==> src/rtl/kbd_status_pkg.sv <==
package kbd_status_pkg;
   localparam int unsigned KBD_ROWS  = 10;
   localparam int unsigned KBD_COLS  = 8;
   localparam int unsigned ROW_BITS  = 4;
   localparam int unsigned BANK_BITS = 3;

   typedef struct packed {
      logic                 strobe;
      logic                 rs232;
      logic                 drive;
      logic [ROW_BITS-1:0]  row;
   } porta_state_t;

   localparam int unsigned BIT_DS0    = 4;
   localparam int unsigned BIT_DS1    = 5;
   localparam int unsigned BIT_RS232  = 6;
   localparam int unsigned BIT_STROBE = 7;

   localparam int unsigned STAT_BUSY  = 4;
   localparam int unsigned STAT_MFB   = 5;
   localparam int unsigned STAT_CD    = 6;
   localparam int unsigned STAT_WP    = 7;
endpackage

==> src/rtl/kbd_porta_reg.sv <==
module kbd_porta_reg
   import kbd_status_pkg::*;
#(
   parameter int unsigned DATA_W = 8
) (
   input  logic               clk,
   input  logic               rst_n,
   input  logic               wr,
   input  logic [DATA_W-1:0]  wdata,
   output porta_state_t       state
);
   initial begin
      assert (DATA_W >= BIT_STROBE + 1)
         else $error("kbd_porta_reg: DATA_W too small");
   end

   logic drive_next;

   always_comb begin
      drive_next = state.drive;
      if (wdata[BIT_DS0]) drive_next = 1'b0;
      if (wdata[BIT_DS1]) drive_next = 1'b1;
   end

   always_ff @(posedge clk or negedge rst_n) begin
      if (!rst_n) begin
         state.row    <= '0;
         state.drive  <= 1'b0;
         state.rs232  <= 1'b0;
         state.strobe <= 1'b1;
      end else if (wr) begin
         state.row    <= wdata[ROW_BITS-1:0];
         state.drive  <= drive_next;
         state.rs232  <= wdata[BIT_RS232];
         state.strobe <= wdata[BIT_STROBE];
      end
   end
endmodule

==> src/rtl/kbd_row_mux.sv <==
module kbd_row_mux #(
   parameter int unsigned ROWS     = 10,
   parameter int unsigned COLS     = 8,
   parameter int unsigned SEL_W    = 4,
   parameter bit          REG_IDLE = 1'b1
) (
   input  logic [ROWS*COLS-1:0] matrix,
   input  logic [SEL_W-1:0]     sel,
   output logic [COLS-1:0]      cols
);
   localparam int unsigned CODES = 1 << SEL_W;

   initial begin
      assert (ROWS <= CODES) else $error("kbd_row_mux: select too narrow");
      assert (ROWS >= 1)     else $error("kbd_row_mux: no rows");
   end

   logic [COLS-1:0] row_arr [CODES];

   for (genvar g = 0; g < CODES; g++) begin : g_row
      if (g < ROWS) begin : g_real
         assign row_arr[g] = matrix[g*COLS +: COLS];
      end else begin : g_idle
         assign row_arr[g] = REG_IDLE ? '1 : '0;
      end
   end

   assign cols = row_arr[sel];
endmodule

==> src/rtl/kbd_status_mux.sv <==
module kbd_status_mux
   import kbd_status_pkg::*;
#(
   parameter bit HAS_CARRIER = 1'b1
) (
   input  logic       prn_busy,
   input  logic       motor_on,
   input  logic       carrier,
   input  logic [1:0] wprot,
   input  logic       drive,
   output logic [7:0] status
);
   logic cd_bit;

   if (HAS_CARRIER) begin : g_cd
      assign cd_bit = carrier;
   end else begin : g_no_cd
      logic unused_cd;
      assign unused_cd = carrier;
      assign cd_bit    = 1'b0;
   end

   always_comb begin
      status             = '0;
      status[STAT_BUSY]  = prn_busy;
      status[STAT_MFB]   = ~motor_on;
      status[STAT_CD]    = cd_bit;
      status[STAT_WP]    = wprot[drive];
   end
endmodule

==> src/rtl/kbd_status_port.sv <==
module kbd_status_port
   import kbd_status_pkg::*;
#(
   parameter int unsigned ROWS        = KBD_ROWS,
   parameter int unsigned COLS        = KBD_COLS,
   parameter bit          HAS_CARRIER = 1'b1,
   parameter logic [2:0]  BANK_RESET  = 3'd7
) (
   input  logic                 clk,
   input  logic                 rst_n,
   input  logic                 wr_a,
   input  logic [7:0]           wdata_a,
   input  logic                 wr_c,
   input  logic [7:0]           wdata_c,
   input  logic [ROWS*COLS-1:0] key_matrix,
   input  logic                 prn_busy,
   input  logic                 motor_on,
   input  logic                 carrier,
   input  logic [1:0]           wprot,
   output logic [3:0]           row_sel,
   output logic                 drive_sel,
   output logic                 rs232_sel,
   output logic                 prn_strobe,
   output logic [2:0]           bank_sel,
   output logic [COLS-1:0]      rd_b,
   output logic [7:0]           rd_c
);
   initial begin
      assert (COLS == 8) else $error("kbd_status_port: port B is 8 bits");
   end

   porta_state_t pa;
   logic [BANK_BITS-1:0] bank_q;
   logic [4:0] unused_c;

   assign unused_c = wdata_c[7:3];

   kbd_porta_reg #(.DATA_W(8)) u_pa (
      .clk(clk), .rst_n(rst_n), .wr(wr_a), .wdata(wdata_a), .state(pa)
   );

   kbd_row_mux #(.ROWS(ROWS), .COLS(COLS), .SEL_W(ROW_BITS), .REG_IDLE(1'b1)) u_mux (
      .matrix(key_matrix), .sel(pa.row), .cols(rd_b)
   );

   kbd_status_mux #(.HAS_CARRIER(HAS_CARRIER)) u_stat (
      .prn_busy(prn_busy), .motor_on(motor_on), .carrier(carrier),
      .wprot(wprot), .drive(pa.drive), .status(rd_c)
   );

   always_ff @(posedge clk or negedge rst_n) begin
      if (!rst_n)    bank_q <= BANK_RESET;
      else if (wr_c) bank_q <= wdata_c[BANK_BITS-1:0];
   end

   assign row_sel    = pa.row;
   assign drive_sel  = pa.drive;
   assign rs232_sel  = pa.rs232;
   assign prn_strobe = pa.strobe;
   assign bank_sel   = bank_q;
endmodule

==> config.mk <==
export PLATFORM = sky130hd
export DESIGN_NAME = kbd_status_port
export DESIGN_NICKNAME = d
export VERILOG_FILES = /design/src/rtl/kbd_status_pkg.sv /design/src/rtl/kbd_porta_reg.sv /design/src/rtl/kbd_row_mux.sv /design/src/rtl/kbd_status_mux.sv /design/src/rtl/kbd_status_port.sv
export SDC_FILE = /design/constraint.sdc
export NUM_CORES = 1
export LEC_CHECK = 0
export CORE_MARGIN = 2
export CORE_UTILIZATION = 28
export CTS_CLUSTER_SIZE = 16
export DETAILED_ROUTE_END_ITERATION = 10
export PLACE_DENSITY_LB_ADDON = 0.3
export REMOVE_ABC_BUFFERS = 1
export SLEW_MARGIN = 20
export SYNTH_ARGS = -nofsm -noshare
export SYNTH_HDL_FRONTEND = slang
export SYNTH_SLANG_ARGS = --single-unit
==> constraint.sdc <==
create_clock -name clk -period 1.9 [get_ports clk]
set_clock_uncertainty 0.05 [all_clocks]
set_input_delay 0.38 -clock clk [delete_from_list [all_inputs] [get_ports clk]]
set_output_delay 0.38 -clock clk [all_outputs]
set_load 0.05 [all_outputs]
==> results.toml, run 1 <==
[status]
status = "finished, violations left"
failed_checks = "negative setup slack"

[power_and_ir_drop]
leakage_nw = 1.11
power_density_nw_per_um2 = 572
power_mw = 1.49
max-vdd-ir-drop_mv = 0.462

[detailed_routing]
drc = 0
totalWireLength_um = 4510
firstDrtPassIters = 4
post_drt_via_cell_ratio = 4.84
wl_per_cell_um = 15.9
vias = 1374
first_iter_violations = 56
ant_nets = 0

[synthesis]
synth_common_cells = "32 x mux2i_1, 16 x a21oi_1, 12 x a22oi_1, 12 x mux2_2"
syn_avg_cell_area_sq_um = 10.4
yosysSeqAreaShare_pct = 22.0
ys_types = 24
synthMostInstantiatedCell = "mux2i_1"
synth.top_cell.area_share_pct = 27.6
syn_area_sq_um = 1160
yosys_warnings = 0
synthArstFlopShare_pct = 100
synth_flop_cell = "dfrtp_1"
synthCells = 112
synth_enable_flop_cells = 0
ys_ff_latch = 10
synth_top_area_cell = "mux2i_1"
ys_top_cells_by_area = "mux2i_1 28%, dfrtp_1 13%, mux2_2 12%"

[floorplan]
die-width_um = 68.4
core-area_sq_um = 4000
initial_utilization_pct = 29.1
die_area_sq_um = 4680
placementRows = 23
die_h_um = 68.4
ios = 131

[sta]
fin_setup_tns_ns = -2.08
max_freq_ghz = 0.458
whs_ns = 0.401
finalCritPeriodShare_pct = 115
worst_slack_ns = -0.284
rsz0062_at_grt = "true"
setup_viol = 8
period_needed_ns = 2.18
hold_viol_final = 0
finalMaxSlewViolations = 0

[worst_setup_path]
rr_worst_depth = 3
reg2reg_to = "u_pa.state[0]"
critPathCaptureType = "primary output"
worst_setup_path_start_kind = "register"
reg2reg_slack_ns = 0.76
worstSetupPathType = "register to primary output"
worstPathRequired_ns = 1.47
crit_fanout = 4
worstPathArrival_ns = 1.75
r2r_start = "u_pa.state[0]"

[place]
portBuffers = 117
dp.cells = 275
dp_hpwl_um = 3530
place_ws_ns = -0.290
routabilityCongestion = 0.716

[grt]
grt.met3_usage_pct = 4.28
grt_overflow = 0
grt_max_degree = 16
grt_pass1_wl_um = 6330
grt_busiest_layer = "met2"
antenna_found_initial = 0
met1_usage_pct = 20.8
use_met2_pct = 32.6
grt_use_total_pct = 17.8
grt_pass1_vias = 1398

[finish]
drive_above_1_share_pct = 29.1
fin_nets = 340
stdcell_count = 284
n_antenna_cell = 0
area_delta_synth_final_pct = 123

[clock_tree]
cts_tree = "built"
htree_levels = 1
cts_root_buffer = "clkbuf_8"
cts_buffers = 3
clkTransAtPathRegs_ns = 0.05
clock-sinks = 10
clock_latency_ns = 0.23
clock_path_buffers = 2

[hold_path]
hold_class = "input port to asynchronous set/reset pin"

[run]
cap_violations = 0
## area by class of cell
cell class	instances	area, sq um
fillers	340	1400
clock buffers	4	55.1
flip-flops and latches	10	256
multi-input cells	89	822
well taps	50	62.6
repair buffers	130	1400
inverters	1	3.75
## kinds of logic after synthesis
logic type / Yosys count / synth area share [%]
AO/OA/AOI/OAI: 31 / 17.1
buffers and inverters: 16 / 11.5
flip-flops: 10 / 22.0
multiplexers: 48 / 46.0
other: 1 / 0.323
AND/OR/NAND/NOR: 6 / 3.12
## metal layers
metal  routed length [um]  up-vias  share of wire [%]
met3                  564        2                 12
met4                   21        0               0.47
met2                 2190       76                 48
met1                 1740      634                 39
met5                    0        -                  0
li1                     -      662                  -
## metrics by stage
step / area (sq um) / utilization [%]
floorplan: 1040 / -
global placement: 2430 / 60.7
detailed placement: 2430 / 60.7
CTS: 2570 / 64.2
global route: 2600 / 64.9
finish: 2600 / 64.9
## critical path: stages, from the launching register on
cell	delay, ns
dfrtp_2	0.41
buf_4	0.16
mux2_4	0.29
a221o_1	0.30
a21oi_1	0.11
a21oi_1	0.05
buf_4	0.20
## report_power, final
group / switching, mW / internal (mW) / total [mW]
Clock: 0.0794 / 0.182 / 0.261
Combinational: 0.447 / 0.514 / 0.960
Sequential: 0.0221 / 0.242 / 0.264
Total: 0.548 / 0.938 / 1.49
## sequential cells by signal, indices dropped and copies added (netlist names)
signal	count
u_pa.state	7
bank_sel	3
## placed cells by master, fill, tap and decap left out, types with 5 or more instances in the layout
| cell | count |
|---|---|
| a21oi_1 | 9 |
| a21oi_2 | 7 |
| a22oi_1 | 12 |
| buf_12 | 11 |
| buf_4 | 19 |
| clkdlybuf4s50_1 | 97 |
| dfrtp_1 | 5 |
| mux2_2 | 11 |
| mux2i_1 | 31 |
## timing repair
| action | 4_1_cts | 5_1_grt |
|---|---|---|
| setup buffers | 3 | 0 |
| resized for setup | 13 | 2 |
| cloned | 1 | 1 |
| pin swaps | 13 | 2 |
| endpoints found under the hold margin | 0 | 0 |
| setup endpoints to repair | 8 | 8 |
| hold buffers | 0 | 0 |
## worst max path at each step
stage | slack (ns) | end | start
global placement | -0.26 | rd_b[0] | key_matrix[8]
detailed placement | -0.29 | rd_b[0] | key_matrix[0]
global route | -0.35 | rd_b[0] | u_pa.state[0]
CTS | -0.29 | rd_b[0] | u_pa.state[0]
floorplan | -1.61 | rd_b[0] | u_pa.state[0]
finish | -0.28 | rd_b[0] | u_pa.state[0]
(Power assumes the default switching activity.)
==> run 2: changes to the inputs <==
--- a/config.mk
+++ b/config.mk
@@ -5,7 +5,6 @@
 export SDC_FILE = /design/constraint.sdc
 export NUM_CORES = 1
 export LEC_CHECK = 0
-export CORE_MARGIN = 2
 export CORE_UTILIZATION = 28
 export CTS_CLUSTER_SIZE = 16
 export DETAILED_ROUTE_END_ITERATION = 10
==> run 2 against run 1 <==
The flow still finishes with violations (negative setup slack). Worst setup slack got worse by 0.065 ns. Global-route usage fell by 0.34 points. Sequential cell count did not move. Sequential power barely moved. Combinational power fell by 4.5%. Largest cell class unchanged.
==> results.toml, run 2 (same netlist as run 1, synthesis figures left out) <==
[status]
status = "finished, violations left"
failed_checks = "negative setup slack"

[worst_setup_path]
rr_worst_depth = 2
r2r_start = "u_pa.state[0]"
crit_end = "rd_b[2]"
critPathCaptureType = "primary output"
worst_setup_path_start_kind = "register"
worstPathArrival_ns = 1.82
worstPathRequired_ns = 1.47
reg2reg_to = "u_pa.state[0]"
worstSetupPathType = "register to primary output"
cp-startpoint = "u_pa.state[0]"
crit_fanout = 6
reg2reg_slack_ns = 0.78

[sta]
whs_ns = 0.412
hold_viol_final = 0
max_freq_ghz = 0.445
setup_viol = 8
finalMaxSlewViolations = 0
rsz0062_at_grt = "true"
finalCritPeriodShare_pct = 118
period_needed_ns = 2.25
worst_slack_ns = -0.348

[power_and_ir_drop]
p_seq_share_pct = 18.5
cell_internal_pwr_mw = 0.911
p_clk_share_pct = 17.8
power_density_nw_per_um2 = 570
leakage_nw = 1.08
max-vdd-ir-drop_mv = 0.540
p_sw_share_pct = 36.7
power_frac_comb_pct = 63.7
p_sw_mw = 0.528

[detailed_routing]
ant_nets = 0
firstDrtPassIters = 4
first_iter_violations = 73
wl_per_cell_um = 14.8
route.met3.wl_um = 522
vias = 1352
wl_met2_um = 1990
post_drt_via_cell_ratio = 4.79
totalWireLength_um = 4170
wl_met1_um = 1620
drc = 0
routed.top_layer = "met4"

[floorplan]
core-area_sq_um = 4000
die-width_um = 66.4
die_area_sq_um = 4410
die_h_um = 66.4
ios = 131
initial_utilization_pct = 29.1
placementRows = 23

[finish]
multi_input_area_sq_um = 795
drive_above_1_share_pct = 25.4
largest_register_ffs = 7
register_area_sq_um = 256
n_fill_cell = 362
post-route-util_pct = 63.1
fin_area_sq_um = 2520
final_cell_mix = "97 x clkdlybuf4s50_1, 32 x mux2i_1, 17 x buf_4, 14 x a21oi_1"
fin_nets = 338
final_common_cell = "clkdlybuf4s50_1"
n_antenna_cell = 0
area_delta_synth_final_pct = 117
regMostFlops = "u_pa.state"

[clock_tree]
cts_tree = "built"
cts_hold_buffers = 0
clock_latency_ns = 0.23
clock_path_buffers = 2
clock-sinks = 10
clkTransAtPathRegs_ns = 0.05
cts_buffers = 3
cts_root_buffer = "clkbuf_8"
htree_levels = 1

[place]
routabilityCongestion = 0.698
placed_cell_area_sq_um = 2430
portBuffers = 117
dp_hpwl_um = 3520

[grt]
antenna_found_initial = 0
grt_use_total_pct = 17.5
grt_overflow = 0
grt_pass1_wl_um = 5930
grt_max_degree = 15
grt_pass1_vias = 1296

[run]
cap_violations = 0

[hold_path]
hold_class = "input port to asynchronous set/reset pin"
==> run 2: metal layers <==
layer,up-vias,track usage [%]
met5,-,0
met1,612,21.1
li1,658,-
met4,0,3.46
met2,78,30.7
met3,4,4.66
==> run 2: cell type report <==
| type | count | share of cell area (%) |
|---|---|---|
| Timing Repair Buffer | 128 | 53.6 |
| Inverter | 1 | 0.149 |
| Tap cell | 50 | 2.48 |
| Multi-Input combinational cell | 89 | 31.5 |
| Sequential cell | 10 | 10.2 |
| Clock buffer | 4 | 2.18 |
==> run 2: critical path, stage by stage, from the launching register on <==
cell     delay [ns]
dfrtp_2        0.46
buf_6          0.15
mux2_4         0.29
a221o_1        0.31
a21oi_1        0.12
a21oi_1        0.05
buf_4          0.21
==> run 2: power groups by stage <==
stage	logic, mW	registers, mW	clock network [mW]
after floorplan	0.339	0.373	0
after global placement	0.893	0.270	0
after detailed placement	0.901	0.271	0
after CTS	0.923	0.266	0.264
after global routing	0.966	0.270	0.278
final	0.917	0.266	0.256
==> run 2: worst min-delay path by stage <==
stage	from	endpoint	slack, ns	cells past startpoint
after floorplan	rst_n	u_pa.state[0]	0.03	0
after detailed placement	u_pa.state[5]	u_pa.state[5]	0.46	1
after global routing	rst_n	u_pa.state[4]	0.45	1
after global placement	u_pa.state[5]	u_pa.state[5]	0.45	1
after CTS	rst_n	u_pa.state[1]	0.43	1
final	rst_n	u_pa.state[5]	0.41	1
==> run 2: metrics by stage <==
step / instances / total power [mW] / setup TNS (ns) / setup WS, ns
after floorplan: 100 / 0.712 / -12.72 / -1.61
after global placement: 276 / 1.16 / -1.30 / -0.268
after detailed placement: 276 / 1.17 / -1.45 / -0.329
after CTS: 282 / 1.45 / -2.21 / -0.344
after global routing: 282 / 1.51 / -2.79 / -0.406
final: 282 / 1.44 / -2.16 / -0.348
==> run 2: what timing repair did <==
item,4_1_cts,5_1_grt
endpoints found under the hold margin,0,0
buffers inserted,2,0
gates resized for setup,8,0
setup endpoints to repair,8,8
pin swaps,2,2
